File: src/rtl/hubSpiPkg.sv
package hubSpiPkg;

  typedef enum logic [1:0] {
    OP_ADC    = 2'd0,
    OP_REG_RD = 2'd1,
    OP_REG_WR = 2'd2,
    OP_RSVD   = 2'd3
  } hubOpE;

  localparam int unsigned FRAME_BITS = 16;
  localparam int unsigned BIT_CNT_W  = $clog2(FRAME_BITS);
  localparam logic [7:0]  IO_SPACE   = 8'h20;
  localparam logic [7:0]  READ_BIT   = 8'h10;

  // strobes from control to datapath
  typedef struct packed {
    logic accept;    // latch a good request
    logic loadTx;    // load the transmit shifter at frame start
    logic txSel;     // 0: command word, 1: idle word for the data frame
    logic sampleBit; // rising serial edge: take one MISO bit
    logic shiftBit;  // falling serial edge: present the next MOSI bit
    logic capture;   // last frame ended: publish the response
    logic reject;    // refused request: publish the error response
  } ctrlStrobeS;

endpackage

File: src/rtl/hubSpiCtrl.sv
module hubSpiCtrl
  import hubSpiPkg::*;
#(
  parameter int unsigned DIV_W = 8,
  parameter int unsigned GAP_W = 8
) (
  input  logic             clk,
  input  logic             rstN,
  input  logic             reqValid,
  input  logic [1:0]       reqOp,
  input  logic             reqAddrHi,
  input  logic [DIV_W-1:0] sckHalf,
  input  logic [GAP_W-1:0] csHighMin,
  output ctrlStrobeS       strobe,
  output logic             busy,
  output logic             done,
  output logic             sclk,
  output logic             csN
);

  typedef enum logic [1:0] {S_IDLE, S_GAP, S_LOW, S_HIGH} stateE;

  localparam logic [BIT_CNT_W-1:0] LAST_BIT = BIT_CNT_W'(FRAME_BITS - 1);

  stateE              state;
  logic               twoFrames;
  logic               frameIdx;
  logic [BIT_CNT_W-1:0] bitCnt;
  logic [DIV_W-1:0]   halfCnt;
  logic [GAP_W:0]     gapCnt;

  logic [DIV_W-1:0] halfLast;
  logic badReq, acceptAny, halfDone, lastBit, gapOk, frameEnd, finish;

  always_comb begin
    halfLast  = (sckHalf == '0) ? '0 : sckHalf - 1'b1;
    halfDone  = (halfCnt == halfLast);
    lastBit   = (bitCnt == LAST_BIT);
    gapOk     = (gapCnt >= {1'b0, csHighMin});
    badReq    = (reqOp == OP_RSVD) || ((reqOp != OP_ADC) && reqAddrHi);
    acceptAny = (state == S_IDLE) && reqValid;
    frameEnd  = (state == S_HIGH) && halfDone && lastBit;
    finish    = frameEnd && (!twoFrames || frameIdx);

    strobe.accept    = acceptAny && !badReq;
    strobe.reject    = acceptAny && badReq;
    strobe.loadTx    = (state == S_GAP) && gapOk;
    strobe.txSel     = frameIdx;
    strobe.sampleBit = (state == S_LOW) && halfDone;
    strobe.shiftBit  = (state == S_HIGH) && halfDone && !lastBit;
    strobe.capture   = finish;
  end

  assign busy = (state != S_IDLE);

  // time since chip select last went high, saturating
  always_ff @(posedge clk or negedge rstN) begin
    if (!rstN) begin
      gapCnt <= '1;
    end else if (frameEnd) begin
      gapCnt <= '0;
    end else if (csN && !(&gapCnt)) begin
      gapCnt <= gapCnt + 1'b1;
    end
  end

  always_ff @(posedge clk or negedge rstN) begin
    if (!rstN) begin
      state     <= S_IDLE;
      twoFrames <= 1'b0;
      frameIdx  <= 1'b0;
      bitCnt    <= '0;
      halfCnt   <= '0;
      sclk      <= 1'b0;
      csN       <= 1'b1;
      done      <= 1'b0;
    end else begin
      done <= finish || strobe.reject;
      unique case (state)
        S_IDLE: begin
          if (strobe.accept) begin
            state     <= S_GAP;
            twoFrames <= (reqOp != OP_REG_WR);
            frameIdx  <= 1'b0;
          end
        end
        S_GAP: begin
          if (gapOk) begin
            csN     <= 1'b0;
            state   <= S_LOW;
            halfCnt <= '0;
            bitCnt  <= '0;
          end
        end
        S_LOW: begin
          if (halfDone) begin
            sclk    <= 1'b1;
            halfCnt <= '0;
            state   <= S_HIGH;
          end else begin
            halfCnt <= halfCnt + 1'b1;
          end
        end
        S_HIGH: begin
          if (halfDone) begin
            sclk    <= 1'b0;
            halfCnt <= '0;
            if (lastBit) begin
              csN <= 1'b1;
              if (finish) begin
                state <= S_IDLE;
              end else begin
                state    <= S_GAP;
                frameIdx <= 1'b1;
              end
            end else begin
              bitCnt <= bitCnt + 1'b1;
              state  <= S_LOW;
            end
          end else begin
            halfCnt <= halfCnt + 1'b1;
          end
        end
        default: state <= S_IDLE;
      endcase
    end
  end

endmodule

File: src/rtl/hubSpiData.sv
module hubSpiData
  import hubSpiPkg::*;
(
  input  logic       clk,
  input  logic       rstN,
  input  ctrlStrobeS strobe,
  input  logic [1:0] reqOp,
  input  logic [4:0] reqAddr,
  input  logic [7:0] reqWrData,
  input  logic       miso,
  output logic       mosi,
  output logic [11:0] respData,
  output logic       respFlag,
  output logic       respErr
);

  hubOpE                 opHeld;
  logic [FRAME_BITS-1:0] cmdWord;
  logic [FRAME_BITS-1:0] txSh;
  logic [FRAME_BITS-1:0] rxSh;
  logic [FRAME_BITS-1:0] cmdNext;

  always_comb begin
    unique case (hubOpE'(reqOp))
      OP_ADC:    cmdNext = {3'b000, reqAddr, 8'h00};
      OP_REG_RD: cmdNext = {IO_SPACE | READ_BIT | {4'h0, reqAddr[3:0]}, 8'h00};
      default:   cmdNext = {IO_SPACE | {4'h0, reqAddr[3:0]}, reqWrData};
    endcase
  end

  assign mosi = txSh[FRAME_BITS-1];

  always_ff @(posedge clk or negedge rstN) begin
    if (!rstN) begin
      opHeld   <= OP_ADC;
      cmdWord  <= '0;
      txSh     <= '0;
      rxSh     <= '0;
      respData <= '0;
      respFlag <= 1'b0;
      respErr  <= 1'b0;
    end else begin
      if (strobe.accept) begin
        opHeld  <= hubOpE'(reqOp);
        cmdWord <= cmdNext;
      end
      if (strobe.loadTx) begin
        txSh <= strobe.txSel ? '0 : cmdWord;
      end else if (strobe.shiftBit) begin
        txSh <= {txSh[FRAME_BITS-2:0], 1'b0};
      end
      if (strobe.sampleBit) begin
        rxSh <= {rxSh[FRAME_BITS-2:0], miso};
      end
      if (strobe.capture) begin
        respErr <= 1'b0;
        unique case (opHeld)
          OP_ADC: begin
            respData <= rxSh[11:0];
            respFlag <= rxSh[14];
          end
          OP_REG_RD: begin
            respData <= {4'h0, rxSh[7:0]};
            respFlag <= 1'b0;
          end
          default: begin
            respData <= '0;
            respFlag <= 1'b0;
          end
        endcase
      end else if (strobe.reject) begin
        respErr  <= 1'b1;
        respData <= '0;
        respFlag <= 1'b0;
      end
    end
  end

endmodule

File: src/rtl/hubSpiHost.sv
module hubSpiHost
  import hubSpiPkg::*;
#(
  parameter int unsigned DIV_W = 8,
  parameter int unsigned GAP_W = 8
) (
  input  logic             clk,
  input  logic             rstN,
  input  logic             reqValid,
  input  logic [1:0]       reqOp,
  input  logic [4:0]       reqAddr,
  input  logic [7:0]       reqWrData,
  input  logic [DIV_W-1:0] sckHalf,
  input  logic [GAP_W-1:0] csHighMin,
  output logic             busy,
  output logic             done,
  output logic [11:0]      respData,
  output logic             respFlag,
  output logic             respErr,
  output logic             sclk,
  output logic             csN,
  output logic             mosi,
  input  logic             miso
);

  ctrlStrobeS strobe;

  hubSpiCtrl #(.DIV_W(DIV_W), .GAP_W(GAP_W)) uCtrl (
    .clk       (clk),
    .rstN      (rstN),
    .reqValid  (reqValid),
    .reqOp     (reqOp),
    .reqAddrHi (reqAddr[4]),
    .sckHalf   (sckHalf),
    .csHighMin (csHighMin),
    .strobe    (strobe),
    .busy      (busy),
    .done      (done),
    .sclk      (sclk),
    .csN       (csN)
  );

  hubSpiData uData (
    .clk       (clk),
    .rstN      (rstN),
    .strobe    (strobe),
    .reqOp     (reqOp),
    .reqAddr   (reqAddr),
    .reqWrData (reqWrData),
    .miso      (miso),
    .mosi      (mosi),
    .respData  (respData),
    .respFlag  (respFlag),
    .respErr   (respErr)
  );

endmodule

File: config.mk
export PLATFORM = sky130hd
export DESIGN_NAME = hubSpiHost
export DESIGN_NICKNAME = d
export VERILOG_FILES = /design/src/rtl/hubSpiPkg.sv /design/src/rtl/hubSpiCtrl.sv /design/src/rtl/hubSpiData.sv /design/src/rtl/hubSpiHost.sv
export SDC_FILE = /design/constraint.sdc
export NUM_CORES = 1
export LEC_CHECK = 0
export ABC_AREA = 1
export BUFFER_PORTS_ARGS = -buffer_cell sky130_fd_sc_hd__buf_2
export CAP_MARGIN = 40
export CORE_ASPECT_RATIO = 0.5
export CORE_MARGIN = 5
export CORE_UTILIZATION = 40
export CTS_BUF_LIST = sky130_fd_sc_hd__clkbuf_16
export CTS_CLUSTER_DIAMETER = 100
export CTS_CLUSTER_SIZE = 25
export DETAILED_ROUTE_END_ITERATION = 12
export PLACE_DENSITY = 0.55
export SLEW_MARGIN = 20
export SYNTH_ARGS = -nofsm -noshare
export SYNTH_HDL_FRONTEND = slang
export SYNTH_SLANG_ARGS = --single-unit
File: constraint.sdc
create_clock -name clk -period 6.45 [get_ports clk]
set_input_delay 1.935 -clock clk [delete_from_list [all_inputs] [get_ports clk]]
set_output_delay 1.935 -clock clk [all_outputs]
set_load 0.02 [all_outputs]
## Word level (Yosys, flattened, before mapping)

Index checks and enable logic that the tools add are counted.

| word-level totals | value |
|---|---|
| register bits | 91 |
| output and inout bits | 19 |
| input bits | 35 |
| memories | 0 |
| bits in latches | 0 |
| word-level logic and storage cells | 118 |
| RAM bits | 0 |
| bits in read-only memories | 0 |

| operators by class | value |
|---|---|
| add/subtract/negate cells | 4 |
| reductions and logical operators | 40 |
| bitwise logic cells | 0 |
| multiplexer cells | 41 |
| divide/modulo/power cells | 0 |
| shift operators | 0 |
| multiply operators | 0 |
| eq/ne operators | 16 |
| $lt $le $gt $ge | 1 |

Operators with widths:

| cell | number |
|---|---|
| $mux 16 | 3 |
| $pmux 14 s2 | 1 |
| $mux 12 | 2 |
| $mux 8 | 3 |
| $pmux 12 s2 | 1 |
| $mux 9 | 2 |
| $reduce_bool 2->1 | 9 |
| $pmux 8 s2 | 1 |
| $mux 1 | 15 |
| $mux 4 | 3 |
| $reduce_and 4->1 | 3 |
| $logic_and 1x1->1 | 11 |
| $mux 2 | 5 |
| $add 9x1->9 const B | 1 |
| $ge 9x8->1 | 1 |
| $reduce_and 9->1 | 1 |
| $add 8x1->8 const B | 1 |
| $eq 8x8->1 | 1 |
| $logic_not 8->1 | 1 |
| $ne 2x1->1 const B | 4 |
| $ne 2x2->1 const B | 4 |
| $pmux 2 s4 | 1 |
| $pmux 4 s2 | 1 |
| $sub 8x1->8 const B | 1 |
| other kinds (12) | 26 |

## Logic depth before layout (Yosys ltp)

| logic depth | value |
|---|---|
| word-level depth | 10 |
| mapped depth | 17 |
| depth with buffers taken out | 16 |

## By module

From an unflattened synthesis, not the netlist that was laid out.

| unflattened totals | value |
|---|---|
| cell total of the unflattened synthesis | 583 |
| area total of the unflattened synthesis | 4668.2 µm² |

Modules (own cells, without submodules):

| module | cells an instance | area an instance (µm²) | times used | sequential area each (µm²) |
|---|---|---|---|---|
| hubSpiData | 293 | 2537.4 | 1 | 1526.5 |
| hubSpiCtrl | 290 | 2130.8 | 1 | 713.2 |

## Worst setup path before layout

OpenSTA, ideal clock, no wires.

| path | value |
|---|---|
| path kind | input -> register |
| start point | input sckHalf[0] |
| end point | register uData.rxSh[0] |
| setup time | 0.117 ns |
| data required time | 6.333 ns |
| cell stages on the path | 15 |
| data arrival time | 3.586 ns |
| path buffers | 2 |
| path slack | 2.746 ns |
| cells stage by stage | inv_1 ha_1 nand2_1 nor2_1 nand2_2 buf_6 nand2_4 nand2_2 nand2_4 nand4_2 nor2_4 nand3_4 buf_6 nand2_1 o21ai_2 |

| between the ends | value |
|---|---|
| cells in the longest elaborated chain, start to end | 4 |
| elaborated cells between the ends (all ways) | 5 |
| those cells by class | add/sub: 1; eq/ne: 1; mux: 1; reduce/logical: 2 |

RTL lines:

| element | RTL line | source |
|---|---|---|
| start, declared | hubSpiHost.sv:13 | `input logic [DIV_W-1:0] sckHalf,` |
| $sub 8x1->8 / $logic_not 8->1 (equally long branches) | hubSpiCtrl.sv:36 | `halfLast = (sckHalf == '0) ? '0 : sckHalf - 1'b1;` |
| $mux 8 (*) | hubSpiCtrl.sv:36 |  |
| $eq 8x8->1 (*) | hubSpiCtrl.sv:37 | `halfDone = (halfCnt == halfLast);` |
| $logic_and 1x1->1 (*) | hubSpiCtrl.sv:49 | `strobe.sampleBit = (state == S_LOW) && halfDone;` |
| end signal, assigned | hubSpiData.sv:53 | `rxSh <= {rxSh[FRAME_BITS-2:0], miso};` |
| end, declared | hubSpiData.sv:20 | `logic [FRAME_BITS-1:0] rxSh;` |

Every way passes the cells marked *; elsewhere a longest branch is shown, timed or not.
A chain may end at the register's enable or synchronous reset.

## Worst setup path in the final report

| path | value |
|---|---|
| start point | input sckHalf[0] |
| end point | register uData.rxSh[2] |

Same word-level chain as after synthesis.

==> results.ini <==
[sta]
setup_viol = 0
fin_tns_setup_ps = 0
drv_slew = 0
skew_ps = 12.07
tightest_slew_ps = 772.3
hold_slack_ps = 471.5
min_period_ps = 4120
rsz0062_at_grt = false
final_min_period_over_clock_period = 0.6388
setup_ws_ps = 2330
fmax_mhz = 242.7
relSlewSlack = 0.4833
hold_viol = 0

[critical_path]
critPathTopFamily = simple AND/OR/NAND/NOR gates
cp_slowest_stage_delay_ps = 450
crit_top_cell = nand2_1
end_kind = flop
slowest_stage = nand3_4
worstSetupPathType = primary input to flop
worst_ep_arrival_time_ps = 4340
r2r_cells = 8
critPathBufInv = 2
cp_max_fo = 31
cp_num_cells = 14
worst_setup_path_start_kind = primary input
crit_chain = buf_2 -> inv_1 -> ha_1 -> nand2_1 -> nor2_1 -> nand2_2 -> nand3_1 -> nand2_1 -> nand2_1 -> nand3_1 -> nor2_4 -> nand3_4 -> nand2_1 -> o21ai_2
crit_required_ps = 6670

[detailed_routing]
routed_wl_mm = 10.88
drc_errors = 0
ant_nets = 0
drtPass1Iterations = 4
wl_per_cell_um = 13.05
num_vias = 4039
via_per_inst = 4.843
drtIter0Drc = 255

[cts]
cts_resized = 0
cts-root-buf = clkbuf_16
clkSinkCount = 89
cts_inserted_buffers = 9
cts_hold_buf = 0
cts.path.max_buffers = 2
clock_latency_ps = 350
clk_pin_slew_worst_paths_ps = 70
post_cts_buffers = 0
cts_tree = done
htree_levels = 3

[global_route]
grt_first_pass_wirelength_mm = 18.82
grtUsageMet3 = 0.04061
antenna_found_initial = 0
grt-ovfl-total = 0
grtUsageTotal = 0.1567
grtUsageMet2 = 0.2522
grt_start_max_net_pins = 56
grt_busiest_layer = met2
use_met1 = 0.2150
grt_pass1_vias = 3958

[yosys]
synth.cell_area_um2 = 4979
synthAdderAreaFrac = 0.03267
ys_seq_area_frac = 0.4499
synth_xor_area_frac = 0.008796
synth_seq_cells = 89
synthMuxAreaShare = 0
synth.distinct_cells = 42
yosys.area_share.simple = 0.3167
synth_area_per_cell_um2 = 8.122
syn_nets = 661
synth_warnings = 0
synth_cells = 613
synth_compound_area_frac = 0.1053
synth_top_family_by_area = simple AND/OR/NAND/NOR gates

[floorplanning]
die_x_um = 167.8
die_h_um = 88.89
dieArea_um2 = 14910
num_rows = 28
core_um2 = 11980
initial_core_util = 0.4155
io_pins = 54

[pwr]
vdd.ir_drop.worst_mv = 0.1258
p_leak_nw = 2.868
cellPowerDensity_nw_per_um2 = 263.4

[cells_and_area]
n_antenna_cell = 0
nNetsFinal = 712
final_cells = 834
fin_util = 0.4693
area_delta_synth_final_pct = 12.94
final_layout_size_suffix_gt1_frac = 0.2167

[placement]
placed_cells = 818
dp_hpwl_mm = 7.913
dp_slack_ps = 1959
io_buffers = 53
gp_congestion = 0.8624

[status]
outcome = complete, no violations

[run]
maxCapViolCount = 0

[hold_path]
hold_path.class = flop to flop
min_path_cells = 2

tightest hold or removal path, delay by kind of cell, from the launching register on:
kind / cells / cell delay [ps]
DFF: 1 / 350
and+or+nand+nor: 2 / 90
cells in the mapped netlist:
master / count / share of area
nand2_1: 166 / 0.13
dfrtp_1: 79 / 0.40
inv_1: 75 / 0.057
nor2_1: 46 / 0.035
o21ai_0: 42 / 0.042
nand3_1: 32 / 0.032
nand4_1: 19 / 0.024
nand2_2: 17 / 0.021
o21ai_2: 16 / 0.028
ha_1: 13 / 0.033
a21oi_1: 12 / 0.012
dfstp_2: 10 / 0.053
nand3_2: 9 / 0.018
buf_6: 7 / 0.016
nor3_1: 7 / 0.0070
nand2_4: 6 / 0.014
inv_2: 5 / 0.0038
xor2_1: 5 / 0.0088
clkbuf_1: 4 / 0.0030
nand3b_1: 4 / 0.0060
nor4_1: 4 / 0.0050
buf_2: 3 / 0.0030
nor2_2: 3 / 0.0038
nor3b_1: 3 / 0.0045
o21ai_1: 3 / 0.0030
o21bai_1: 3 / 0.0045
a211oi_1: 2 / 0.0030
clkinv_1: 2 / 0.0015
nand3_4: 2 / 0.0070
nor2_4: 2 / 0.0045
a21oi_4: 1 / 0.0033
a22oi_1: 1 / 0.0015
buf_8: 1 / 0.0030
nand4_2: 1 / 0.0025
nor2_8: 1 / 0.0040
nor3_2: 1 / 0.0020
o2111ai_1: 1 / 0.0018
o211ai_1: 1 / 0.0015
o21a_1: 1 / 0.0015
o22ai_1: 1 / 0.0013
o31ai_1: 1 / 0.0015
or2_2: 1 / 0.0013
metrics by stage:
step / cell area, um2 / total power [mW]
floorplan: 4979 / 0.9085
global placement: 5344 / 0.9956
detailed placement: 5344 / 0.9988
CTS: 5623 / 1.499
global route: 5623 / 1.580
finish: 5623 / 1.481
final cells by class:
type / instances / area, um2
Clock buffer: 9 / 225.2
Clock inverter: 7 / 53.80
Fill cell: 1233 / 6359
Inverter: 82 / 307.8
Multi-Input combinational cell: 427 / 2307
Sequential cell: 89 / 2240
Tap cell: 165 / 206.4
Timing Repair Buffer: 55 / 282.8
state kept, by name, indices dropped and copies added (netlist names):
name / flops
uCtrl.done: 1
uCtrl.state: 2
uCtrl.frameIdx: 1
uCtrl.bitCnt: 4
uData.respData: 12
uData.rxSh: 15
uData.cmdWord: 14
uData.respFlag: 1
uData.respErr: 1
uCtrl.halfCnt: 8
uCtrl.csN: 1
uData.opHeld: 2
uCtrl.gapCnt: 9
uCtrl.sclk: 1
uCtrl.twoFrames: 1
uData.txSh: 16
report_power, final:
part	switching (mW)	leakage, nW	internal (mW)	total, mW
registers	0.0507	1.13	0.626	0.677
logic	0.202	1.60	0.109	0.311
clock network	0.230	0.130	0.264	0.494
layer usage:
| layer | vias to the layer above | wire, um |
|---|---|---|
| li1 | 2083 | - |
| met1 | 1879 | 5602 |
| met2 | 68 | 4702 |
| met3 | 9 | 478 |
| met4 | 0 | 100 |
| met5 | - | 0 |
layout by cell type, fill, tap and decap left out, types with 9 or more instances in the layout:
master     Yosys  final
nand2_2       17     17
nor2_1        46     46
nand4_1       19     19
buf_2          3     52
nand3_1       32     32
nand2_1      166    166
a21oi_1       12     12
o21ai_0       42     42
o21ai_2       16     16
clkbuf_16      0      9
dfrtp_1       79     79
dfstp_2       10     10
nand3_2        9      9
inv_1         75     75
ha_1          13     13
logic make-up (layout without fill, tap and decap cells):
group	after synthesis	count (layout)
adders and majority gates	13	13
and+or+nand+nor	324	324
buffers and inverters	97	153
AOI/OAI and AO/OA	85	85
xor gates and xnor gates	5	5
DFF	89	89
path summary, 6_finish.rpt:
kind                                                 to  slack (ps)                         from
min reg2reg                   uData.txSh[5]$_DFFE_PN0P_         470    uData.txSh[5]$_DFFE_PN0P_
min in group asynchronous  uData.cmdWord[3]$_DFFE_PN0P_        1530                         rstN
max reg2reg                   uData.txSh[1]$_DFFE_PN0P_        3560  uCtrl.gapCnt[6]$_DFFE_PN1P_
max                           uData.rxSh[2]$_DFFE_PN0P_        2330                   sckHalf[0]
min                           uData.txSh[5]$_DFFE_PN0P_         470    uData.txSh[5]$_DFFE_PN0P_
max in group asynchronous          uCtrl.done$_DFF_PN0_        3820                         rstN
No activity file was read; power rests on OpenSTA's default activity.
